**src/rtl/mm_seq_pkg.sv**
```systemverilog
package mm_seq_pkg;
  typedef enum logic [2:0] {
    ST_CFG   = 3'd0,
    ST_INIT  = 3'd1,
    ST_IDLE  = 3'd2,
    ST_CTRL  = 3'd3,
    ST_DATA  = 3'd4,
    ST_BWAIT = 3'd5,
    ST_BUSY  = 3'd6,
    ST_FIRE  = 3'd7
  } seq_state_e;
endpackage

```
**src/rtl/mm_chan_track.sv**
```systemverilog
module mm_chan_track #(
  parameter int NCH = 4
) (
  input  logic           clk,
  input  logic           rst_n,
  input  logic           clr,
  input  logic           en,
  input  logic [NCH-1:0] done_i,
  output logic [NCH-1:0] sticky_o,
  output logic           all_done_o
);
  genvar g;
  generate
    for (g = 0; g < NCH; g++) begin : g_ch
      always_ff @(posedge clk or negedge rst_n) begin
        if (!rst_n)
          sticky_o[g] <= 1'b0;
        else if (clr)
          sticky_o[g] <= 1'b0;
        else if (en && done_i[g])
          sticky_o[g] <= 1'b1;
      end
    end
  endgenerate

  assign all_done_o = &sticky_o;
endmodule

```
**src/rtl/mm_busy_timer.sv**
```systemverilog
module mm_busy_timer #(
  parameter int TW = 16
) (
  input  logic          clk,
  input  logic          rst_n,
  input  logic          en,
  input  logic [TW-1:0] lim,
  output logic          expired_o
);
  localparam logic [TW-1:0] CNT_MAX = '1;

  logic [TW-1:0] cnt_q;
  logic [TW-1:0] cnt_d;

  always_comb begin
    cnt_d = cnt_q;
    if (!en)
      cnt_d = '0;
    else if (cnt_q != CNT_MAX)
      cnt_d = cnt_q + 1'b1;
  end

  always_ff @(posedge clk or negedge rst_n) begin
    if (!rst_n)
      cnt_q <= '0;
    else
      cnt_q <= cnt_d;
  end

  assign expired_o = en && (({1'b0, cnt_q} + 1'b1) == {1'b0, lim});
endmodule

```
**src/rtl/mm_seq_fsm.sv**
```systemverilog
module mm_seq_fsm
  import mm_seq_pkg::*;
(
  input  logic       clk,
  input  logic       rst_n,
  input  logic       cfg_done_i,
  input  logic       init_done_i,
  input  logic       busy_n_i,
  input  logic       pulse_active_i,
  input  logic       go_i,
  input  logic       ctrl_done_i,
  input  logic       all_done_i,
  input  logic       expired_i,
  output seq_state_e state_o,
  output logic       ready_o,
  output logic       accept_o,
  output logic       ld_req_o,
  output logic       fire_o,
  output logic       set_err_o
);
  seq_state_e st_q, st_d;

  always_comb begin
    st_d      = st_q;
    accept_o  = 1'b0;
    ld_req_o  = 1'b0;
    fire_o    = 1'b0;
    set_err_o = 1'b0;
    ready_o   = (st_q == ST_IDLE) && busy_n_i;
    unique case (st_q)
      ST_CFG:   if (cfg_done_i) st_d = ST_INIT;
      ST_INIT:  if (init_done_i) st_d = ST_IDLE;
      ST_IDLE: begin
        if (go_i && busy_n_i) begin
          accept_o = 1'b1;
          st_d     = ST_CTRL;
        end
      end
      ST_CTRL:  if (ctrl_done_i) st_d = ST_DATA;
      ST_DATA: begin
        if (all_done_i) begin
          ld_req_o = 1'b1;
          st_d     = ST_BWAIT;
        end
      end
      ST_BWAIT: begin
        if (!busy_n_i)
          st_d = ST_BUSY;
        else if (expired_i) begin
          set_err_o = 1'b1;
          st_d      = ST_BUSY;
        end
      end
      ST_BUSY:  if (busy_n_i) st_d = ST_FIRE;
      ST_FIRE: begin
        if (busy_n_i && !pulse_active_i) begin
          fire_o = 1'b1;
          st_d   = ST_IDLE;
        end
      end
      default:  st_d = ST_CFG;
    endcase
  end

  always_ff @(posedge clk or negedge rst_n) begin
    if (!rst_n)
      st_q <= ST_CFG;
    else
      st_q <= st_d;
  end

  assign state_o = st_q;
endmodule

```
**src/rtl/mm_load_seq.sv**
```systemverilog
module mm_load_seq
  import mm_seq_pkg::*;
#(
  parameter int NCH = 4,
  parameter int AW  = 16,
  parameter int MW  = 2,
  parameter int TW  = 16
) (
  input  logic           clk,
  input  logic           rst_n,
  input  logic           cfg_done_i,
  input  logic           init_done_i,
  input  logic           busy_n_i,
  input  logic           pulse_active_i,
  input  logic [TW-1:0]  tmo_lim_i,
  input  logic           go_i,
  input  logic [AW-1:0]  addr_i,
  input  logic [MW-1:0]  mode_i,
  output logic           ready_o,
  output logic           ctrl_send_o,
  input  logic           ctrl_done_i,
  output logic [NCH-1:0] data_send_o,
  input  logic [NCH-1:0] data_done_i,
  output logic [AW-1:0]  blk_addr_o,
  output logic [MW-1:0]  blk_mode_o,
  output logic           load_req_o,
  output logic           pulse_start_o,
  output logic           err_o
);
  seq_state_e     state;
  logic           accept, ld_req, fire, set_err;
  logic           all_done, expired;
  logic [NCH-1:0] sticky;
  logic [AW-1:0]  addr_q;
  logic [MW-1:0]  mode_q;
  logic           err_q;

  mm_seq_fsm u_fsm (
    .clk            (clk),
    .rst_n          (rst_n),
    .cfg_done_i     (cfg_done_i),
    .init_done_i    (init_done_i),
    .busy_n_i       (busy_n_i),
    .pulse_active_i (pulse_active_i),
    .go_i           (go_i),
    .ctrl_done_i    (ctrl_done_i),
    .all_done_i     (all_done),
    .expired_i      (expired),
    .state_o        (state),
    .ready_o        (ready_o),
    .accept_o       (accept),
    .ld_req_o       (ld_req),
    .fire_o         (fire),
    .set_err_o      (set_err)
  );

  mm_chan_track #(.NCH(NCH)) u_track (
    .clk        (clk),
    .rst_n      (rst_n),
    .clr        (accept),
    .en         (state == ST_DATA),
    .done_i     (data_done_i),
    .sticky_o   (sticky),
    .all_done_o (all_done)
  );

  mm_busy_timer #(.TW(TW)) u_timer (
    .clk       (clk),
    .rst_n     (rst_n),
    .en        (state == ST_BWAIT),
    .lim       (tmo_lim_i),
    .expired_o (expired)
  );

  always_ff @(posedge clk or negedge rst_n) begin
    if (!rst_n) begin
      addr_q <= '0;
      mode_q <= '0;
    end else if (accept) begin
      addr_q <= addr_i;
      mode_q <= mode_i;
    end
  end

  always_ff @(posedge clk or negedge rst_n) begin
    if (!rst_n)
      err_q <= 1'b0;
    else if (accept)
      err_q <= 1'b0;
    else if (set_err)
      err_q <= 1'b1;
  end

  assign ctrl_send_o   = (state == ST_CTRL);
  assign data_send_o   = (state == ST_DATA) ? ~sticky : '0;
  assign blk_addr_o    = addr_q;
  assign blk_mode_o    = mode_q;
  assign load_req_o    = ld_req;
  assign pulse_start_o = fire;
  assign err_o         = err_q;
endmodule

```
**config.mk**
```make
export PLATFORM = sky130hd
export DESIGN_NAME = mm_load_seq
export DESIGN_NICKNAME = d
export VERILOG_FILES = /design/src/rtl/mm_seq_pkg.sv /design/src/rtl/mm_chan_track.sv /design/src/rtl/mm_busy_timer.sv /design/src/rtl/mm_seq_fsm.sv /design/src/rtl/mm_load_seq.sv
export SDC_FILE = /design/constraint.sdc
export NUM_CORES = 1
export LEC_CHECK = 0
export BUFFER_PORTS_ARGS = -buffer_cell sky130_fd_sc_hd__buf_2
export CAP_MARGIN = 20
export CORE_MARGIN = 2
export CORE_UTILIZATION = 55
export DETAILED_ROUTE_END_ITERATION = 8
export PLACE_DENSITY = 0.85
export SLEW_MARGIN = 40
export SYNTH_ARGS = -nofsm -noshare
export SYNTH_HDL_FRONTEND = slang
export SYNTH_SLANG_ARGS = --single-unit
export TNS_END_PERCENT = 1
```
**constraint.sdc**
```tcl
create_clock -name clk -period 3.7 [get_ports clk]
set_input_delay 0.185 -clock clk [delete_from_list [all_inputs] [get_ports clk]]
set_output_delay 0.185 -clock clk [all_outputs]
set_load 0.01 [all_outputs]
```
* After elaboration in Yosys (flattened, before gate mapping)
Cells that the tools add are included.
** Word-level totals
- Output and inout bits :: 27
- Flip-flop bits (word level) :: 42
** Operators by class
- Bitwise operators :: 1
- Equality and inequality tests :: 18
- Reductions and logical operators :: 17
- Multiplexer cells :: 32
- Add/subtract/negate cells :: 2
** Operator list (count)
- $mux 16 :: 2
- $mux 3 :: 9
- $pmux 3 s8 :: 1
- $mux 1 :: 19
- $add 16x1->17 const B :: 1
- $eq 17x16->1 :: 1
- $add 16x1->16 const B :: 1
- $ne 16x16->1 const B :: 1
- $eq 3x3->1 const B :: 4
- $ne 2x2->1 const B :: 6
- $reduce_bool 2->1 :: 5
- $logic_and 1x1->1 :: 8
- $reduce_and 8->1 :: 1
- $eq 3x2->1 const B :: 2
- $mux 4 :: 1
- $ne 2x1->1 const B :: 2
- $not 4->4 :: 1
- $reduce_and 4->1 :: 1
- $eq 3x1->1 const B :: 1
- $logic_not 3->1 :: 1
- $ne 3x3->1 const B :: 1
- $logic_not 1->1 :: 1

* Logic depth before layout (Yosys ltp)
Gate-level depths: netlist of run 1.
- Depth after elaboration :: 8
- Depth in mapped cells :: 10
- Mapped depth without buffers :: 8

* Modules after synthesis
A second synthesis of run 1 with hierarchy kept.
** Unflattened totals
- Cells, all modules :: 251
- Area, all modules :: 2628.8 um2
** By module, submodules not included
- mm_busy_timer :: area an instance 1395.1 um2, cells each 158, times used 1, seq. area each 400.4 um2
- mm_load_seq :: area an instance 813.3 um2, cells each 47, times used 1, seq. area each 475.5 um2
- mm_seq_fsm :: area an instance 276.5 um2, cells each 33, times used 1, seq. area each 75.1 um2
- mm_chan_track :: area an instance 143.9 um2, cells each 13, times used 1, seq. area each 100.1 um2

* Worst setup path after synthesis of run 1
OpenSTA, ideal clock, no wires.
- Path type :: reg-to-reg
- Start point :: reg u_timer.cnt_q[0]
- End point :: reg err_q, in the netlist err_o
- Arrival :: 2.226 ns
- Path buffers :: 2
- Slack :: 1.395 ns
- Library setup time :: 0.079 ns
- Stages on the path, launching flop included :: 10
- Cells stage by stage :: dfrtp_1 ha_1 buf_2 nand4_1 or3_1 buf_2 o32ai_1 o2111ai_2 nor4_1 a2bb2oi_1
** Between the ends
- Longest elaborated chain between the ends :: 7
** RTL lines
- from (decl) :: RTL line mm_busy_timer.sv:12 : logic [TW-1:0] cnt_q;
- from (signal assigned) :: RTL line mm_busy_timer.sv:27 : cnt_q <= cnt_d;
- $add 16x1->17 :: RTL line mm_busy_timer.sv:30 : assign expired_o = en && (({1'b0, cnt_q} + 1'b1) == {1'b0, lim});
- $eq 17x16->1 :: RTL line mm_busy_timer.sv:30
- $logic_and 1x1->1 :: RTL line mm_busy_timer.sv:30
- $mux 1 :: RTL line mm_seq_fsm.sv:49 : else if (expired_i) begin
- $mux 1 :: RTL line mm_seq_fsm.sv:47 : if (!busy_n_i)
- $mux 1 :: RTL line mm_seq_fsm.sv:30 : unique case (st_q)
- $reduce_bool 2->1 (no line)
- to (signal assigned) :: RTL line mm_load_seq.sv:87 : err_q <= 1'b0;
- to (signal assigned) :: RTL line mm_load_seq.sv:89 : err_q <= 1'b0;
- to (signal assigned) :: RTL line mm_load_seq.sv:91 : err_q <= 1'b1;
- to (decl) :: RTL line mm_load_seq.sv:36 : logic err_q;
No other way between the ends.
A chain may end at the register's enable or synchronous reset.

* Worst setup path after layout of run 1
- Start point :: reg u_timer.cnt_q[0]
- End point :: reg u_fsm.st_q[0], in the netlist u_fsm.state_o[0]
** Between the ends
- Longest elaborated chain between the ends :: 5
** RTL lines
- $add 16x1->17 :: RTL line mm_busy_timer.sv:30
- $eq 17x16->1 :: RTL line mm_busy_timer.sv:30
- $logic_and 1x1->1 :: RTL line mm_busy_timer.sv:30
- $ne 3x3->1 (no line)
- $reduce_and 8->1 (no line)
- to (signal assigned) :: RTL line mm_seq_fsm.sv:69 : st_q <= st_d;
- to (decl) :: RTL line mm_seq_fsm.sv:21 : seq_state_e st_q, st_d;
No other way between the ends.

==> results of run 1 <==
[metrics by stage]
| step | hold slack (ns) | std cells | utilization | cell area, um^2 | worst slack [ns] |
|---|---|---|---|---|---|
| floorplan | -0.111 | 246 | - | 2430 | 1.39 |
| global placement | 0.375 | 355 | 0.648 | 2780 | 1.14 |
| detailed placement | 0.202 | 355 | 0.649 | 2790 | 1.06 |
| CTS | 0.0827 | 364 | 0.673 | 2890 | 1.04 |
| global route | 0.106 | 364 | 0.673 | 2890 | 0.682 |
| finish | 0.0858 | 364 | 0.673 | 2890 | 1.03 |
[final timing paths]
check | startpoint | to | cells after the start
setup / recovery | u_timer.cnt_q[0] | u_fsm.state_o[0] | 7
hold / removal | go_i | err_o | 2
setup reg to reg | u_timer.cnt_q[0] | u_fsm.state_o[0] | 7
hold reg to reg | blk_addr_o[5] | blk_addr_o[5] | 1
max in group asynchronous | rst_n | u_timer.cnt_q[7] | 2
min in group asynchronous | rst_n | u_timer.cnt_q[3] | 2
[synthesized netlist by cell type (3+ instances only)]
master	n	area, um^2
and3_1	4	25.0
nor4_1	4	25.0
inv_1	7	26.3
a21oi_1	22	110
mux2_2	19	214
a311oi_1	3	26.3
nand2_1	17	63.8
dfrtp_1	42	1050
nor2_1	24	90.1
buf_2	6	30.0
nand3_1	8	40.0
nor3_1	9	45.0
o21ai_0	4	20.0
nor2b_1	3	18.8
xor2_1	6	52.6
nand4_1	7	43.8
a31oi_1	3	18.8
xnor2_1	17	149
clkbuf_1	7	26.3
[state kept, by name (all words and copies together) (netlist names)]
signal / count
u_timer.cnt_q: 16
u_fsm.state_o: 3
err_o: 1
blk_addr_o: 16
blk_mode_o: 2
u_track.sticky_o: 4
[kinds of logic after synthesis]
group / share of synthesized area
compound gates: 0.112
simple gates: 0.196
flops: 0.433
fa+ha+maj: 0.00516
xor+xnor: 0.102
buf+inv: 0.0449
mux: 0.106
[area by class of cell]
class | instances | area share
Inverter | 7 | 0.00909
Sequential cell | 42 | 0.363
Clock buffer | 6 | 0.0286
Multi-Input combinational cell | 180 | 0.438
Timing Repair Buffer | 75 | 0.134
Clock inverter | 2 | 0.00433
Tap cell | 52 | 0.0225
[per-layer routing]
| layer | share of wire | track usage | vias to the layer above |
|---|---|---|---|
| met2 | 0.51 | 0.403 | 90 |
| met1 | 0.40 | 0.290 | 993 |
| met4 | 0.018 | 0.0919 | 0 |
| met5 | 0 | 0 | - |
| met3 | 0.076 | 0.0289 | 8 |
| li1 | - | - | 1008 |
[where the power goes]
part           leakage [nW]  switching, mW  internal [mW]
Combinational         0.732          0.245          0.249
Clock                0.0472          0.157          0.150
Sequential            0.537          0.101          0.594
Total                  1.32          0.502          0.993
[critical path: stages, from the launching register on]
cell	delay [ns]
dfrtp_1	0.46
ha_1	0.36
nand4_1	0.29
or3_1	0.51
o32ai_1	0.32
o2111ai_2	0.21
o31ai_1	0.27
a31oi_1	0.11
[repair_timing]
action	CTS	global route
hold endpoints to repair	42	0
resized for setup	0	0
hold buffers	1	0
==> results.toml, run 1 <==
[finish]
final_common_cell = "buf_2"
n_antenna_cell = 0
final_cell_mix = "buf_2, dfrtp_1, nor2_1"
drive_gt1_frac = 0.353
multi_input_area_um2 = 1270
area_growth_pct = 19.2
fillers = 357
nets = 358
ff_latch_area_um2 = 1050

[routing]
drt_first_pass_iters = 4
drtIter0Drc = 178
avgViaCountPerCell = 5.77
ant_nets = 0
dr_total_vias = 2099
wl_per_cell_um = 15.2
drc_errors = 0
wirelength_um = 5520

[die]
die_h_um = 70.4
io-pin-count = 73
coreArea_um2 = 4290
initial_core_util = 0.565
rows = 24
fp.dieArea_um2 = 4960
die_w_um = 70.4

[timing]
grt_setup_unrepaired = "no"
setup_viol = 0
min_period_over_period = 0.721
fin_crit_ns = 2.67
fmax_mhz = 375
tightest_slew_ns = 0.770
hold_violations = 0
clock_skew_ns = 0.00792
slew_viol_final = 0
fin_tns_setup_ns = 0
max_slew_margin = 0.482

[synthesis]
syn-instance-count = 246
syn_nets = 293
synth-seq-cells = 42
async_flop_share = 1.00
ys.flop_type = "dfrtp_1"
syn_avg_cell_area_um2 = 9.86
yosysSeqAreaShare = 0.433
syn_area_um2 = 2430
synth_edf_count = 0
synth_warnings = 0
synthDistinctLibCells = 45

[power_and_ir_drop]
p_leak_nw = 1.32
peakVddDrop_mv = 0.381
power_mw = 1.49
power_density_nw_per_um2 = 517

[cts]
postCtsSetupBuffers = 0
ctsRootBufferMaster = "clkbuf_8"
numCtsBuffers = 5
cts_max_level = 2
clk_latency_ns = 0.29
cts.sinks = 42
cts_tree = "done"
cts.path.max_buffers = 2
path_clk_slew_ns = 0.08

[critical_path]
crit_path_max_fanout = 10
crit_path_start_kind = "flip-flop"
crit_type = "flip-flop to flip-flop"
cp.arrival_ns = 2.83
cp.required_ns = 3.86
cp-end-kind = "flip-flop"
rrSetupSlack_ns = 1.03

[placed_design]
dp_hpwl_um = 4170
gp_congestion = 0.810
io_buffers = 72

[global_route]
antenna_found_initial = 0
grt.total_usage = 0.231
grt_overflow = 0
grt_pass1_wl_um = 9070
first_global_vias = 2049
grt_max_degree = 43

[job]
maxCapViolCount = 0

[min_path]
hold_path.class = "input pin to flip-flop"

[outcome]
status = "complete, no violations"
(Power assumes the default switching activity.)
==> inputs of run 2 (changes only) <==
Settings changed: CORE_UTILIZATION 55 to 52, PLACE_DENSITY 0.85 to 0.81.
Clock period 3.7 ns to 2.8 ns, I/O delays scaled along.
==> run 2 against run 1 <==
Compared with the run above: non-clock buffer count increased by 3; fmax increased by 4.7%; sequential share of layout area decreased by 0.25 points; cell count increased by 0.82%; cell area increased by 0.69%; power increased by 33%; first-iteration DRC count increased by 1.7%; hold slack got worse by 0.052 ns; critical path type unchanged; largest cell class unchanged.
==> results.toml, run 2 (synthesis results as in run 1) <==
[timing]
fmax_mhz = 393
tightest_slew_ns = 0.533
min_period_over_period = 0.910
fin_tns_setup_ns = 0
hold_violations = 0
grt_setup_unrepaired = "no"
fin_crit_ns = 2.55
slew_viol_final = 0
setup_viol = 0
max_slew_margin = 0.645
clock_skew_ns = 0.00686

[routing]
dr_total_vias = 2060
wl_per_cell_um = 15.3
avgViaCountPerCell = 5.61
ant_nets = 0
drc_errors = 0
drtIter0Drc = 181
wirelength_um = 5610
drt_first_pass_iters = 4

[critical_path]
crit_path_max_fanout = 10
crit_path_start_kind = "flip-flop"
r2r_start = "u_timer.cnt_q[0]"
cp.required_ns = 3.02
crit_buf_inv = 0
crit_path_max_incr_delay_ns = 0.46
cp.arrival_ns = 2.77
crit_type = "flip-flop to flip-flop"
cp_cell_sequence = "ha_1, nand4_1, or3_1, xnor2_1, o32ai_1, o2111ai_2, nor4_1, a2bb2oi_1"
cp-end-kind = "flip-flop"
critPathTopFamily = "simple AND/OR/NAND/NOR gates"
cpMaxStageDelayCell = "dfrtp_1"
critPathLaunch = "u_timer.cnt_q[0]"

[die]
die_h_um = 72.3
rows = 24
coreArea_um2 = 4410
io-pin-count = 73
fp.dieArea_um2 = 5230
die_w_um = 72.3
initial_core_util = 0.550

[cts]
path_clk_slew_ns = 0.09
cts.sinks = 42
numCtsBuffers = 5
cts_tree = "done"
cts_max_level = 2
cts.path.max_buffers = 2
ctsRootBufferMaster = "clkbuf_8"
clk_latency_ns = 0.30

[global_route]
grt.total_usage = 0.227
first_global_vias = 1941
grt_max_degree = 43
antenna_found_initial = 0
grt_overflow = 0
grt_pass1_wl_um = 9180

[power_and_ir_drop]
power_density_nw_per_um2 = 681
peakVddDrop_mv = 0.486
p_leak_nw = 1.32

[finish]
drive_gt1_frac = 0.359
n_antenna_cell = 0
finish.utilization = 0.660
final_cell_mix = "buf_2, dfrtp_1, nor2_1"
fillers = 340
design_area_um2 = 2910
final_common_cell = "buf_2"
nets = 361
area_growth_pct = 20.0
finalNonFillerCells = 367

[placed_design]
dp_hpwl_um = 4240
io_buffers = 72
dpl-instance-area_um2 = 2810
gp_congestion = 0.838
dp.cells = 358

[job]
maxCapViolCount = 0

[outcome]
status = "complete, no violations"

[min_path]
hold_path.class = "input pin to flip-flop"
hp-start = "go_i"
==> run 2: repair_timing <==
action                    CTS  global route
hold endpoints to repair   42             0
setup buffers               0             0
gates resized for setup     0             0
hold buffers                1             0
==> run 2: layout make-up <==
cell class | count | area, um^2 | area share
Multi-Input combinational cell | 180 | 1270 | 0.435
Sequential cell | 42 | 1050 | 0.361
Timing Repair Buffer | 78 | 410 | 0.141
Clock buffer | 5 | 68.8 | 0.0236
Tap cell | 52 | 65.1 | 0.0223
Inverter | 7 | 26.3 | 0.00902
Clock inverter | 3 | 23.8 | 0.00817
==> run 2: stage by stage <==
step           power [mW]  hold slack [ns]  setup WS [ns]
2_1_floorplan        1.33           -0.156          0.495
3_3_place_gp         1.56            0.328          0.363
3_5_place_dp         1.60            0.160          0.304
4_1_cts              2.00           0.0298          0.270
5_1_grt              2.11           0.0340         0.0200
6_report             1.98           0.0338          0.253
==> run 2: final timing paths <==
kind	end	slack [ns]	depth (start not counted)
setup reg to reg	err_o	0.25	8
max in group asynchronous	u_timer.cnt_q[13]	2.07	2
hold reg to reg	blk_addr_o[8]	0.51	1
setup / recovery	err_o	0.25	8
min in group asynchronous	u_timer.cnt_q[0]	0.36	2
hold / removal	err_o	0.03	2
==> run 2: power by group <==
| part | total, mW | switching (mW) | internal, mW | leakage, nW |
|---|---|---|---|---|
| combinational | 0.661 | 0.331 | 0.330 | 0.747 |
| clock | 0.409 | 0.230 | 0.178 | 0.0408 |
| sequential | 0.914 | 0.130 | 0.784 | 0.537 |
| total | 1.98 | 0.691 | 1.29 | 1.32 |
==> run 2: layer usage <==
metal,track usage,up-vias,part of all wire
li1,-,1012,-
met1,0.308,964,0.43
met2,0.372,75,0.50
met3,0.0431,9,0.056
met4,0.0671,0,0.014
met5,0,-,0
==> inputs of run 3 (changes only) <==
Settings changed: CORE_UTILIZATION 52 to 42, PLACE_DENSITY 0.81 to 0.67.
==> run 3 against run 2 <==
Compared with the run above: via count is 1.6% lower; power down 0.84%; cell count grew 5.4%; cell area rose by 0.86%; sequential share of layout area down 0.31 points; count of clock-buffer cells in the layout is the same; sequential power about the same; fmax increased by 2.6%; die area increased by 22%; combinational power fell by 2%.
==> results.toml, run 3 (synthesis results as in run 1) <==
[global_route]
use_met2 = 0.284
grt_pass1_wl_um = 9030
use_met1 = 0.249
grt.total_usage = 0.185
grt_use_met3 = 0.0452
antenna_found_initial = 0
first_global_vias = 1890
busiest_layer = "met2"
grt_overflow = 0
grt_max_degree = 43

[finish]
nets = 361
area_growth_pct = 21.0
final_common_cell = "buf_2"
multi_input_area_um2 = 1270
n_antenna_cell = 0
drive_gt1_frac = 0.362
ff_latch_area_um2 = 1050
final_cell_mix = "buf_2, dfrtp_1, nor2_1"
fillers = 547

[timing]
fin_crit_ns = 2.48
setup_viol = 0
max_slew_margin = 0.639
tightest_slew_ns = 0.541
min_period_over_period = 0.887
grt_setup_unrepaired = "no"
hold_violations = 0
fmax_mhz = 403
slew_viol_final = 0
fin_tns_setup_ns = 0
clock_skew_ns = 0.00707

[cts]
path_clk_slew_ns = 0.09
cts.path.max_buffers = 2
ctsRootBufferMaster = "clkbuf_8"
cts_tree = "done"
cts.sinks = 42
postCtsSetupBuffers = 0
clk_latency_ns = 0.31
cts_max_level = 2
numCtsBuffers = 5

[die]
rows = 27
coreArea_um2 = 5540
fp.dieArea_um2 = 6400
initial_core_util = 0.438
die_w_um = 80
io-pin-count = 73
die_h_um = 80

[min_path]
holdPathStages = 2
min_to = "err_o"
hold_path.class = "input pin to flip-flop"
hp-start = "go_i"

[critical_path]
regToRegEndpoint = "err_o"
crit_type = "flip-flop to flip-flop"
cp.arrival_ns = 2.72
crit_path_start_kind = "flip-flop"
cp_common_cell = "nand4_1"
crit_path_max_incr_delay_ns = 0.47
rr_worst_depth = 8
crit_path_max_fanout = 10
rrSetupSlack_ns = 0.32
cp-end-kind = "flip-flop"
cp_cell_sequence = "ha_2, nand4_1, o21ai_0, nand3b_1, a2111oi_2, nand4_1, nor4_1, a2bb2oi_1"
cpMaxStageDelayCell = "dfrtp_1"
r2r_start = "u_timer.cnt_q[0]"
cp.required_ns = 3.04

[power_and_ir_drop]
swShare = 0.345
power_density_nw_per_um2 = 670
power_mw = 1.97
pwr-share-clk = 0.206
seqPwrFrac = 0.463
peakVddDrop_mv = 0.461
p_leak_nw = 1.32
comb_power_share = 0.331
power_switching_uw = 678
p_int_mw = 1.29

[job]
maxCapViolCount = 0

[routing]
dr_total_vias = 2027
avgViaCountPerCell = 5.24
ant_nets = 0
drc_errors = 0
drtIter0Drc = 139
wl_per_cell_um = 14.8
drt_first_pass_iters = 4
wirelength_um = 5720

[placed_design]
dp_hpwl_um = 4300
io_buffers = 72
gp_congestion = 0.841

[outcome]
status = "complete, no violations"
-- run 3: stage by stage --
stage	worst slack, ns	area (um^2)	util	hold WS [ns]	std cells
floorplan	0.495	2430	-	-0.156	246
global placement	0.327	2830	0.511	0.340	378
detailed placement	0.252	2830	0.512	0.168	378
CTS	0.252	2930	0.530	0.0137	387
global route	0.0604	2940	0.530	0.0150	387
finish	0.317	2940	0.530	0.0135	387
-- run 3: how the worst max path moves through the flow --
| stage | end | cells past startpoint | startpoint |
|---|---|---|---|
| floorplan | err_o | 9 | u_timer.cnt_q[0] |
| global placement | err_o | 7 | u_timer.cnt_q[0] |
| detailed placement | err_o | 8 | u_timer.cnt_q[0] |
| CTS | err_o | 8 | u_timer.cnt_q[0] |
| global route | err_o | 9 | u_timer.cnt_q[0] |
| finish | err_o | 8 | u_timer.cnt_q[0] |
-- run 3: routing by layer --
layer,part of all wire,wire (um),vias up
met5,0,0,-
met3,0.052,296,10
met1,0.46,2620,941
li1,-,-,1014
met2,0.47,2680,62
met4,0.021,119,0
-- run 3: power groups by stage --
stage               Combinational (mW)  Sequential, mW  Clock (mW)
finish                           0.651           0.911       0.404
global route                     0.718           0.940       0.439
CTS                              0.662           0.912       0.415
detailed placement               0.659           0.925           0
global placement                 0.648           0.917           0
floorplan                        0.384           0.945           0
-- run 3: cell type report --
| type | instances | share of cell area |
|---|---|---|
| Clock inverter | 3 | 0.00724 |
| Clock buffer | 5 | 0.0234 |
| Sequential cell | 42 | 0.358 |
| Inverter | 7 | 0.00895 |
| Timing Repair Buffer | 78 | 0.140 |
| Tap cell | 72 | 0.0307 |
| Multi-Input combinational cell | 180 | 0.432 |
-- run 3: repair_timing --
| item | in CTS | in global routing |
|---|---|---|
| resized for setup | 0 | 1 |
| setup endpoints to repair | 0 | 1 |
| hold endpoints to repair | 42 | 0 |
| hold buffers | 1 | 0 |
-- run 3: critical path, delay by kind of cell (launching register included) --
kind | cells | cell delay [ns]
compound gates | 3 | 0.81
simple gates | 4 | 0.83
flops | 1 | 0.47
fa+ha+maj | 1 | 0.30
